===== src/rtl/rb_pkg.sv =====
package rb_pkg;

    typedef enum logic [2:0] {
        ST_IDLE,
        ST_HEAD,
        ST_FSTART,
        ST_DATA,
        ST_CHECK,
        ST_TSTART,
        ST_SIG,
        ST_DRAIN
    } rb_state_e;

    localparam int HEAD_BITS   = 5;
    localparam int CHECK_BITS  = 4;
    localparam int CRC_W       = 11;
    localparam int LEAD_FORCE  = 2;
    localparam int TAIL_FORCE  = 7;
    localparam logic [CRC_W-1:0] CRC_POLY = 11'h385;

endpackage


===== src/rtl/rb_trig_edge.sv =====
module rb_trig_edge (
    input  logic clk,
    input  logic rst_n,
    input  logic trig_i,
    output logic rise_o,
    output logic fall_o
);
    logic trig_d, trig_q;

    always_comb begin
        trig_d = trig_i;
        rise_o = trig_i & ~trig_q;
        fall_o = ~trig_i & trig_q;
    end

    always_ff @(posedge clk or negedge rst_n) begin
        if (!rst_n) trig_q <= 1'b0;
        else        trig_q <= trig_d;
    end
endmodule


===== src/rtl/rb_crc_step.sv =====
module rb_crc_step #(
    parameter int                 W    = 11,
    parameter logic [W-1:0]       POLY = 11'h385
) (
    input  logic [W-1:0] crc_i,
    input  logic         bit_i,
    output logic [W-1:0] crc_o
);
    logic fb;

    always_comb begin
        fb    = crc_i[W-1] ^ bit_i;
        crc_o = {crc_i[W-2:0], 1'b0} ^ ({W{fb}} & POLY);
    end
endmodule


===== src/rtl/rb_frame_bit.sv =====
module rb_frame_bit #(
    parameter int NF        = 4,
    parameter int FB        = 16,
    parameter int CAP_W     = 4,
    parameter int CAP_FRAME = 1,
    parameter int CAP_OFS   = 4,
    parameter int FR_W      = 2,
    parameter int IDX_W     = 5
) (
    input  logic [FR_W-1:0]  frame_i,
    input  logic [IDX_W-1:0] idx_i,
    input  logic             raw_i,
    input  logic             cap_en_i,
    input  logic [CAP_W-1:0] cap_i,
    output logic             bit_o
);
    import rb_pkg::*;

    logic in_cap, cap_val, lead_force, tail_force;

    always_comb begin
        in_cap  = 1'b0;
        cap_val = 1'b0;
        for (int k = 0; k < CAP_W; k++) begin
            if (idx_i == IDX_W'(CAP_OFS + k)) begin
                in_cap  = (frame_i == FR_W'(CAP_FRAME));
                cap_val = cap_i[k];
            end
        end
        lead_force = (frame_i == '0) && (idx_i < IDX_W'(LEAD_FORCE));
        tail_force = (frame_i == FR_W'(NF - 1)) && (idx_i >= IDX_W'(FB - TAIL_FORCE));
        if (lead_force || tail_force) bit_o = 1'b1;
        else if (in_cap && cap_en_i)  bit_o = cap_val;
        else                          bit_o = raw_i;
    end
endmodule


===== src/rtl/rb_serializer.sv =====
module rb_serializer #(
    parameter int NF        = 4,
    parameter int FB        = 16,
    parameter int CAP_W     = 4,
    parameter int CAP_FRAME = 1,
    parameter int CAP_OFS   = 4,
    parameter int FR_W      = (NF > 1) ? $clog2(NF) : 1
) (
    input  logic             rb_clk,
    input  logic             rb_rst_n,
    input  logic             trig_i,
    input  logic             cap_en_i,
    input  logic             abort_en_i,
    input  logic [CAP_W-1:0] live_i,
    output logic             mem_rd_o,
    output logic [FR_W-1:0]  mem_addr_o,
    input  logic [FB-1:0]    mem_data_i,
    output logic             dout_o,
    output logic             rip_o
);
    import rb_pkg::*;

    localparam int IDX_MAX = (FB > CRC_W) ? FB : CRC_W;
    localparam int IDX_W   = $clog2(IDX_MAX + 1);

    typedef struct packed {
        rb_state_e        st;
        logic [FR_W-1:0]  frame;
        logic [IDX_W-1:0] idx;
        logic [FB-1:0]    word;
        logic [CRC_W-1:0] crc;
        logic [CAP_W-1:0] cap;
        logic             dout;
    } regs_t;

    regs_t s_d, s_q;
    logic  trig_rise, trig_fall;
    logic  raw_bit, data_bit, crc_bit;
    logic  [CRC_W-1:0] crc_nxt;

    rb_trig_edge u_edge (
        .clk    (rb_clk),
        .rst_n  (rb_rst_n),
        .trig_i (trig_i),
        .rise_o (trig_rise),
        .fall_o (trig_fall)
    );

    assign raw_bit = (s_q.idx == '0) ? mem_data_i[0] : s_q.word[0];

    rb_frame_bit #(
        .NF(NF), .FB(FB), .CAP_W(CAP_W), .CAP_FRAME(CAP_FRAME),
        .CAP_OFS(CAP_OFS), .FR_W(FR_W), .IDX_W(IDX_W)
    ) u_bit (
        .frame_i  (s_q.frame),
        .idx_i    (s_q.idx),
        .raw_i    (raw_bit),
        .cap_en_i (cap_en_i),
        .cap_i    (s_q.cap),
        .bit_o    (data_bit)
    );

    // bit fed to the signature: start bits of later frames, data and checks
    always_comb begin
        case (s_q.st)
            ST_DATA:  crc_bit = data_bit;
            ST_CHECK: crc_bit = 1'b1;
            default:  crc_bit = 1'b0;
        endcase
    end

    rb_crc_step #(.W(CRC_W), .POLY(CRC_POLY)) u_crc (
        .crc_i (s_q.crc),
        .bit_i (crc_bit),
        .crc_o (crc_nxt)
    );

    always_comb begin
        s_d        = s_q;
        s_d.dout   = 1'b1;
        mem_rd_o   = 1'b0;
        mem_addr_o = s_q.frame;
        if (abort_en_i && trig_fall && s_q.st != ST_IDLE) begin
            s_d.st = ST_IDLE;
        end else begin
            case (s_q.st)
                ST_IDLE: begin
                    if (trig_rise) begin
                        s_d.st    = ST_HEAD;
                        s_d.idx   = '0;
                        s_d.frame = '0;
                        s_d.crc   = '0;
                        s_d.cap   = ~live_i;
                    end
                end
                ST_HEAD: begin
                    if (s_q.idx == IDX_W'(HEAD_BITS - 1)) begin
                        s_d.st  = ST_FSTART;
                        s_d.idx = '0;
                    end else begin
                        s_d.idx = s_q.idx + 1'b1;
                    end
                end
                ST_FSTART: begin
                    s_d.dout = 1'b0;
                    mem_rd_o = 1'b1;
                    if (s_q.frame != '0) s_d.crc = crc_nxt;
                    s_d.st  = ST_DATA;
                    s_d.idx = '0;
                end
                ST_DATA: begin
                    s_d.dout = data_bit;
                    s_d.crc  = crc_nxt;
                    s_d.word = ((s_q.idx == '0) ? mem_data_i : s_q.word) >> 1;
                    if (s_q.idx == IDX_W'(FB - 1)) begin
                        s_d.st  = ST_CHECK;
                        s_d.idx = '0;
                    end else begin
                        s_d.idx = s_q.idx + 1'b1;
                    end
                end
                ST_CHECK: begin
                    s_d.crc = crc_nxt;
                    if (s_q.idx == IDX_W'(CHECK_BITS - 1)) begin
                        s_d.idx = '0;
                        if (s_q.frame == FR_W'(NF - 1)) begin
                            s_d.st = ST_TSTART;
                        end else begin
                            s_d.st    = ST_FSTART;
                            s_d.frame = s_q.frame + 1'b1;
                        end
                    end else begin
                        s_d.idx = s_q.idx + 1'b1;
                    end
                end
                ST_TSTART: begin
                    s_d.dout = 1'b0;
                    s_d.st   = ST_SIG;
                    s_d.idx  = '0;
                end
                ST_SIG: begin
                    s_d.dout = s_q.crc[CRC_W-1];
                    s_d.crc  = {s_q.crc[CRC_W-2:0], 1'b0};
                    if (s_q.idx == IDX_W'(CRC_W - 1)) s_d.st = ST_DRAIN;
                    else                              s_d.idx = s_q.idx + 1'b1;
                end
                default: s_d.st = ST_IDLE;
            endcase
        end
    end

    always_ff @(posedge rb_clk or negedge rb_rst_n) begin
        if (!rb_rst_n) begin
            s_q      <= '0;
            s_q.st   <= ST_IDLE;
            s_q.dout <= 1'b1;
        end else begin
            s_q <= s_d;
        end
    end

    assign dout_o = s_q.dout;
    assign rip_o  = (s_q.st != ST_IDLE);
endmodule


===== config.mk =====
export PLATFORM = sky130hd
export DESIGN_NAME = rb_serializer
export DESIGN_NICKNAME = d
export VERILOG_FILES = /design/src/rtl/rb_pkg.sv /design/src/rtl/rb_trig_edge.sv /design/src/rtl/rb_crc_step.sv /design/src/rtl/rb_frame_bit.sv /design/src/rtl/rb_serializer.sv
export SDC_FILE = /design/constraint.sdc
export NUM_CORES = 1
export LEC_CHECK = 0
export BUFFER_PORTS_ARGS = -buffer_cell sky130_fd_sc_hd__buf_2
export CAP_MARGIN = 20
export CELL_PAD_IN_SITES_DETAIL_PLACEMENT = 1
export CELL_PAD_IN_SITES_GLOBAL_PLACEMENT = 1
export CORE_ASPECT_RATIO = 0.75
export CORE_MARGIN = 5
export CORE_UTILIZATION = 47
export CTS_CLUSTER_SIZE = 28
export DETAILED_ROUTE_END_ITERATION = 10
export MAX_ROUTING_LAYER = met4
export PLACE_DENSITY_LB_ADDON = 0.08
export SETUP_SLACK_MARGIN = 0.05
export SYNTH_ARGS = -nofsm -noshare
export SYNTH_HDL_FRONTEND = slang
export SYNTH_SLANG_ARGS = --single-unit

===== constraint.sdc =====
create_clock -name rb_clk -period 3.6 [get_ports rb_clk]
set_input_delay 0.18 -clock rb_clk [delete_from_list [all_inputs] [get_ports rb_clk]]
set_output_delay 0.18 -clock rb_clk [all_outputs]
set_load 0.005 [all_outputs]

After elaboration in Yosys (flattened, before gate mapping)
Index checks and enable logic that the tools add are counted.
{ "word_totals": {"regBits": 42, "inputBits": 25, "output_inout_bits": 5, "word_cells": 102} }
{ "classes": {"add_sub_neg": 2, "order_cmp": 2, "eq_ne": 25, "mux": 35, "bitwise_logic": 8, "reduce_logical": 22} }
{ "op_table": {"columns": ["operator", "n"], "rows": [
  ["$pmux W11 S4", 1],
  ["$pmux W5 S6", 1],
  ["$mux W5", 5],
  ["$pmux W3 S7", 1],
  ["$eq A5 B3 Y1 const B", 4],
  ["$mux W16", 1],
  ["$mux W15", 1],
  ["$mux W3", 5],
  ["$ne A3 B3 Y1 const B", 5],
  ["$mux W1", 14],
  ["$mux W11", 1],
  ["$xor A11 B10 Y11", 1],
  ["$eq A5 B4 Y1 const B", 2],
  ["$mux W10", 1],
  ["$ne A2 B2 Y1 const B", 5],
  ["$reduce_and A5 Y1", 2],
  ["$eq A3 B3 Y1 const B", 3],
  ["$reduce_and A4 Y1", 2],
  ["$eq A3 B2 Y1 const B", 2],
  ["$reduce_bool A6 Y1", 1],
  ["$add A5 B1 Y5 const B", 1],
  ["$eq A5 B2 Y1 const B", 1],
  ["$ge A5 B4 Y1 const B", 1],
  ["$logic_and A1 B1 Y1", 5],
  ["other kinds (23)", 28]
]} }

Longest topological paths before layout
{ "depth": {"depth_word": 13, "depth_mapped": 10} }

By module
A second synthesis with hierarchy kept.
{ "unflattened": {"hier_cells": 276, "area_unflattened_um2": 2596.2} }
{ "by_module_without_submodules": {"columns": ["mod", "instances", "cells_per_inst", "area_per_inst_um2", "seq_area_each_um2"], "rows": [
  ["rb_serializer", 1, 247, 2292.2, 1027.2],
  ["rb_crc_step", 1, 13, 161.4, 0.0],
  ["rb_frame_bit", 1, 13, 102.6, 0.0],
  ["rb_trig_edge", 1, 3, 40.0, 25.0]
]} }

Worst setup path before layout
OpenSTA, ideal clock, no wires.
{ "synth_timing": {"kind": "reg2reg", "from": "register s_q[33] (netlist name)", "to": "register s_q[12] (netlist name)", "setup_time_ps": 87, "arrival_ps": 2230, "t_required_ps": 3513, "path_slack_ps": 1283, "stages_incl_launch_ff": 10, "cell_sequence": "dfrtp_1 inv_1 ha_1 nor4b_1 buf_2 mux2i_1 o211ai_2 or3_1 a31o_1 a22oi_1"} }
{ "synth_via": {"elab_chain_len": 13, "word_cells_on_any_way": 27, "classes_between": "order compare: 2; eq/ne: 4; mux: 14; bitwise: 2; reduce/logical: 5"} }
{ "synth_rtl": {"columns": ["item", "line", "source"], "rows": [
  ["start, declared", "rb_serializer.sv:36", "regs_t s_d, s_q;"],
  ["$eq A5 B3 Y1", "rb_frame_bit.sv:25", "if (idx_i == IDX_W'(CAP_OFS + k)) begin"],
  ["$mux W1 (4 in series)", "rb_frame_bit.sv:25", null],
  ["$logic_and A1 B1 Y1", "rb_frame_bit.sv:33", "else if (in_cap && cap_en_i) bit_o = cap_val;"],
  ["$mux W1", "rb_frame_bit.sv:33", null],
  ["$mux W1 (*)", "rb_frame_bit.sv:32", "if (lead_force || tail_force) bit_o = 1'b1;"],
  ["$pmux W1 S2 (*)", "rb_serializer.sv:65", "case (s_q.st)"],
  ["$xor A1 B1 Y1 (*)", "rb_crc_step.sv:12", "fb = crc_i[W-1] ^ bit_i;"],
  ["$xor A11 B10 Y11 (*)", "rb_crc_step.sv:13", "crc_o = {crc_i[W-2:0], 1'b0} ^ ({W{fb}} & POLY);"],
  ["$mux W11", "rb_serializer.sv:107", "if (s_q.frame != '0) s_d.crc = crc_nxt;"],
  ["$pmux W11 S4 (*)", "rb_serializer.sv:86", "case (s_q.st)"]
]} }
Every way passes the cells marked *; elsewhere a longest branch is shown, timed or not. The select of a mux whose other input is x is not followed.
A chain may end at the register's enable or synchronous reset.

Worst setup path after layout
{ "layout_timing": {"from": "register s_q[33] (netlist name)", "to": "register s_q[14] (netlist name)"} }
Same word-level chain as after synthesis.

==> qor.yml <==
worst_setup_path:
  worst-endpoint-required_ns: 3.80
  reg2reg_from: "s_q[33]$_DFFE_PN0P_"
  critical_path_class: "reg -> reg"
  startpoint_type: "flip-flop"
  critPathMaxFanout: 17
  arrival_ns: 2.93
  cp-startpoint: "s_q[33]$_DFFE_PN0P_"
  end_kind: "flip-flop"
timing:
  relSlewSlack_pct: 35.6
  period_share_pct: 75.9
  tightestPinTransition_ns: 0.966
  tns_ns: 0
  finalHoldViolations: 0
  rsz0062_at_grt: "no"
  finClkSkew_ns: 0.00794
  period_needed_ns: 2.73
  drv_slew: 0
  fmax_mhz: 366
  setup_viol: 0
min_path:
  hold_start: "trig_i"
  hp-class: "in -> reg"
yosys:
  synth_nets: 315
  async_reset_ff_share_pct: 100
  synth_area_per_cell_um2: 8.73
  yosys.area.top_type_share_pct: 42.0
  yosysSeqAreaShare_pct: 43.0
  ys_seq_elements: 42
  yosysWarnings: 0
  ys_top_cells_by_area: "dfrtp_1, mux2i_1, nand2_1"
  synth_ff_type: "dfrtp_1"
  synth_area_mm2: 0.00244
  synth_cells: 280
  synth-edff-count: 0
  synth_top_area_cell: "dfrtp_1"
  synth_cell_types: 49
clock_tree:
  cts_inserted_buffers: 5
  cts-hold-fix-buffers: 0
  root_buffer: "clkbuf_8"
  ctsResizeCount: 0
  clkLatencyLatePin_ns: 0.29
  clockBufferDepth: 2
  cts_tree: "yes"
  clock-sinks: 42
  postCtsSetupBuffers: 0
  path_clk_slew_ns: 0.09
  htree_levels: 2
run:
  max_cap_violations: 0
layout:
  layout_common_cells: "dfrtp_1, nand2_1, nor2_1, buf_2, a21oi_1"
  final_common_cell: "dfrtp_1"
  syn_to_final_growth_pct: 11.8
  num_antenna_cells: 0
  fin_nets: 337
  nFillCells: 603
  stdcell_area_mm2: 0.00273
  seqCellArea_mm2: 0.00105
  multi_input_area_mm2: 0.00128
  drive_above_1_share_pct: 16.5
global_route:
  grt_max_degree: 43
  grtUsageTotal_pct: 19.3
  gr-total-overflow: 0
  grt_antenna_before_repair: 0
  grt_pass1_wl_um: 10100
  grt_pass1_vias: 2056
die:
  die_height_um: 72.5
  die_w_um: 93.3
  io_pins: 30
  start_util_pct: 49.3
  core_mm2: 0.00495
  rows: 22
  die_area_mm2: 0.00676
drt:
  drt-vias-per-instance: 5.74
  ant_nets: 0
  routed_wire_length_per_instance_um: 16.5
  wl_um: 5990
  route.detailed.drc: 0
  dr.pass1.iters: 4
  vias: 2082
  drtIter0Drc: 51
placement:
  placed_area_mm2: 0.00261
  dp_hpwl_um: 4360
  place.gp.congestion: 0.871
  portBuffers: 29
power:
  power.leakage_nw: 1.28
  p_per_area_mw_per_mm2: 870
  ir_worst_vdd_v: 0.000413
outcome:
  status: "finished clean"
cell families after synthesis:
logic type               share of synthesized area, %
multiplexers                                     7.01
flip-flops                                       43.0
buffers and inverters                            5.07
adder cells (fa/ha/maj)                          5.12
AO/OA/AOI/OAI                                    20.3
AND/OR/NAND/NOR                                  19.4
critical path: stages (launching register included):
cell and delay (ns):
dfrtp_1 0.43, inv_1 0.15, ha_1 0.24, nor4b_2 0.21
buf_4 0.31, mux2i_1 0.29, o211ai_2 0.13, or3_1 0.36
a31o_1 0.29, a22oi_1 0.23
Yosys cell counts (2+ instances only):
cell type,count
nand2_1,40
dfrtp_1,41
inv_1,11
nor4_1,2
a21boi_0,4
o21ai_0,25
or3_1,3
a21oi_1,27
nor2b_1,3
mux2i_1,16
a22oi_1,5
buf_4,2
nor3_1,3
ha_1,10
clkbuf_1,10
buf_2,3
nor2_1,34
nand3_1,5
and3b_1,2
o22ai_1,5
final timing paths:
path | end | slack, ns | cells past startpoint
worst max-delay path | s_q[14]$_DFFE_PN0P_ | 0.87 | 9
worst min-delay path | u_edge.trig_q$_DFF_PN0_ | 0.01 | 1
worst max register to register | s_q[14]$_DFFE_PN0P_ | 0.87 | 9
worst min register to register | s_q[10]$_DFFE_PN0P_ | 0.49 | 2
max in group asynchronous | s_q[34]$_DFFE_PN0P_ | 2.97 | 1
min in group asynchronous | s_q[40]$_DFFE_PN0P_ | 0.02 | 1
layer usage:
metal | up-vias | global-route usage [%] | share of wire, %
met3 | 6 | 4.46 | 6.3
met5 | - | - | 0
li1 | 1030 | - | -
met2 | 52 | 28.8 | 44
met4 | 0 | 4.55 | 0.92
met1 | 994 | 26.8 | 49
through the flow:
stage	total power [mW]	std cells	hold WS [ns]	worst slack [ns]	utilization (%)
final	2.38	363	0.0134	0.868	55.2
after global placement	1.93	354	0.318	1.10	52.6
after CTS	2.38	362	0.0104	0.870	54.9
after floorplan	1.68	280	-0.116	1.28	-
after global routing	2.59	363	0.0190	0.723	55.2
after detailed placement	1.97	354	0.321	0.879	52.6
layout make-up:
cell class                 instances  area share (%)
clock buffer                       5            2.52
clock inverter                     3            1.60
inverter                          11            1.51
multi-input combinational        210            46.7
sequential                        42            38.5
tap                               60            2.75
timing repair buffer              32            6.41
state kept, by name, summed over array words and instances (netlist names):
name           count
u_edge.trig_q      1
mem_addr_o         2
dout_o             1
s_q               38
report_power, final:
part / switching [mW] / total, mW / internal [mW]
sequential: 0.189 / 0.858 / 0.668
combinational: 0.669 / 1.14 / 0.466
clock: 0.178 / 0.386 / 0.208
total: 1.04 / 2.38 / 1.34
Power figures use the tool's default switching activity.
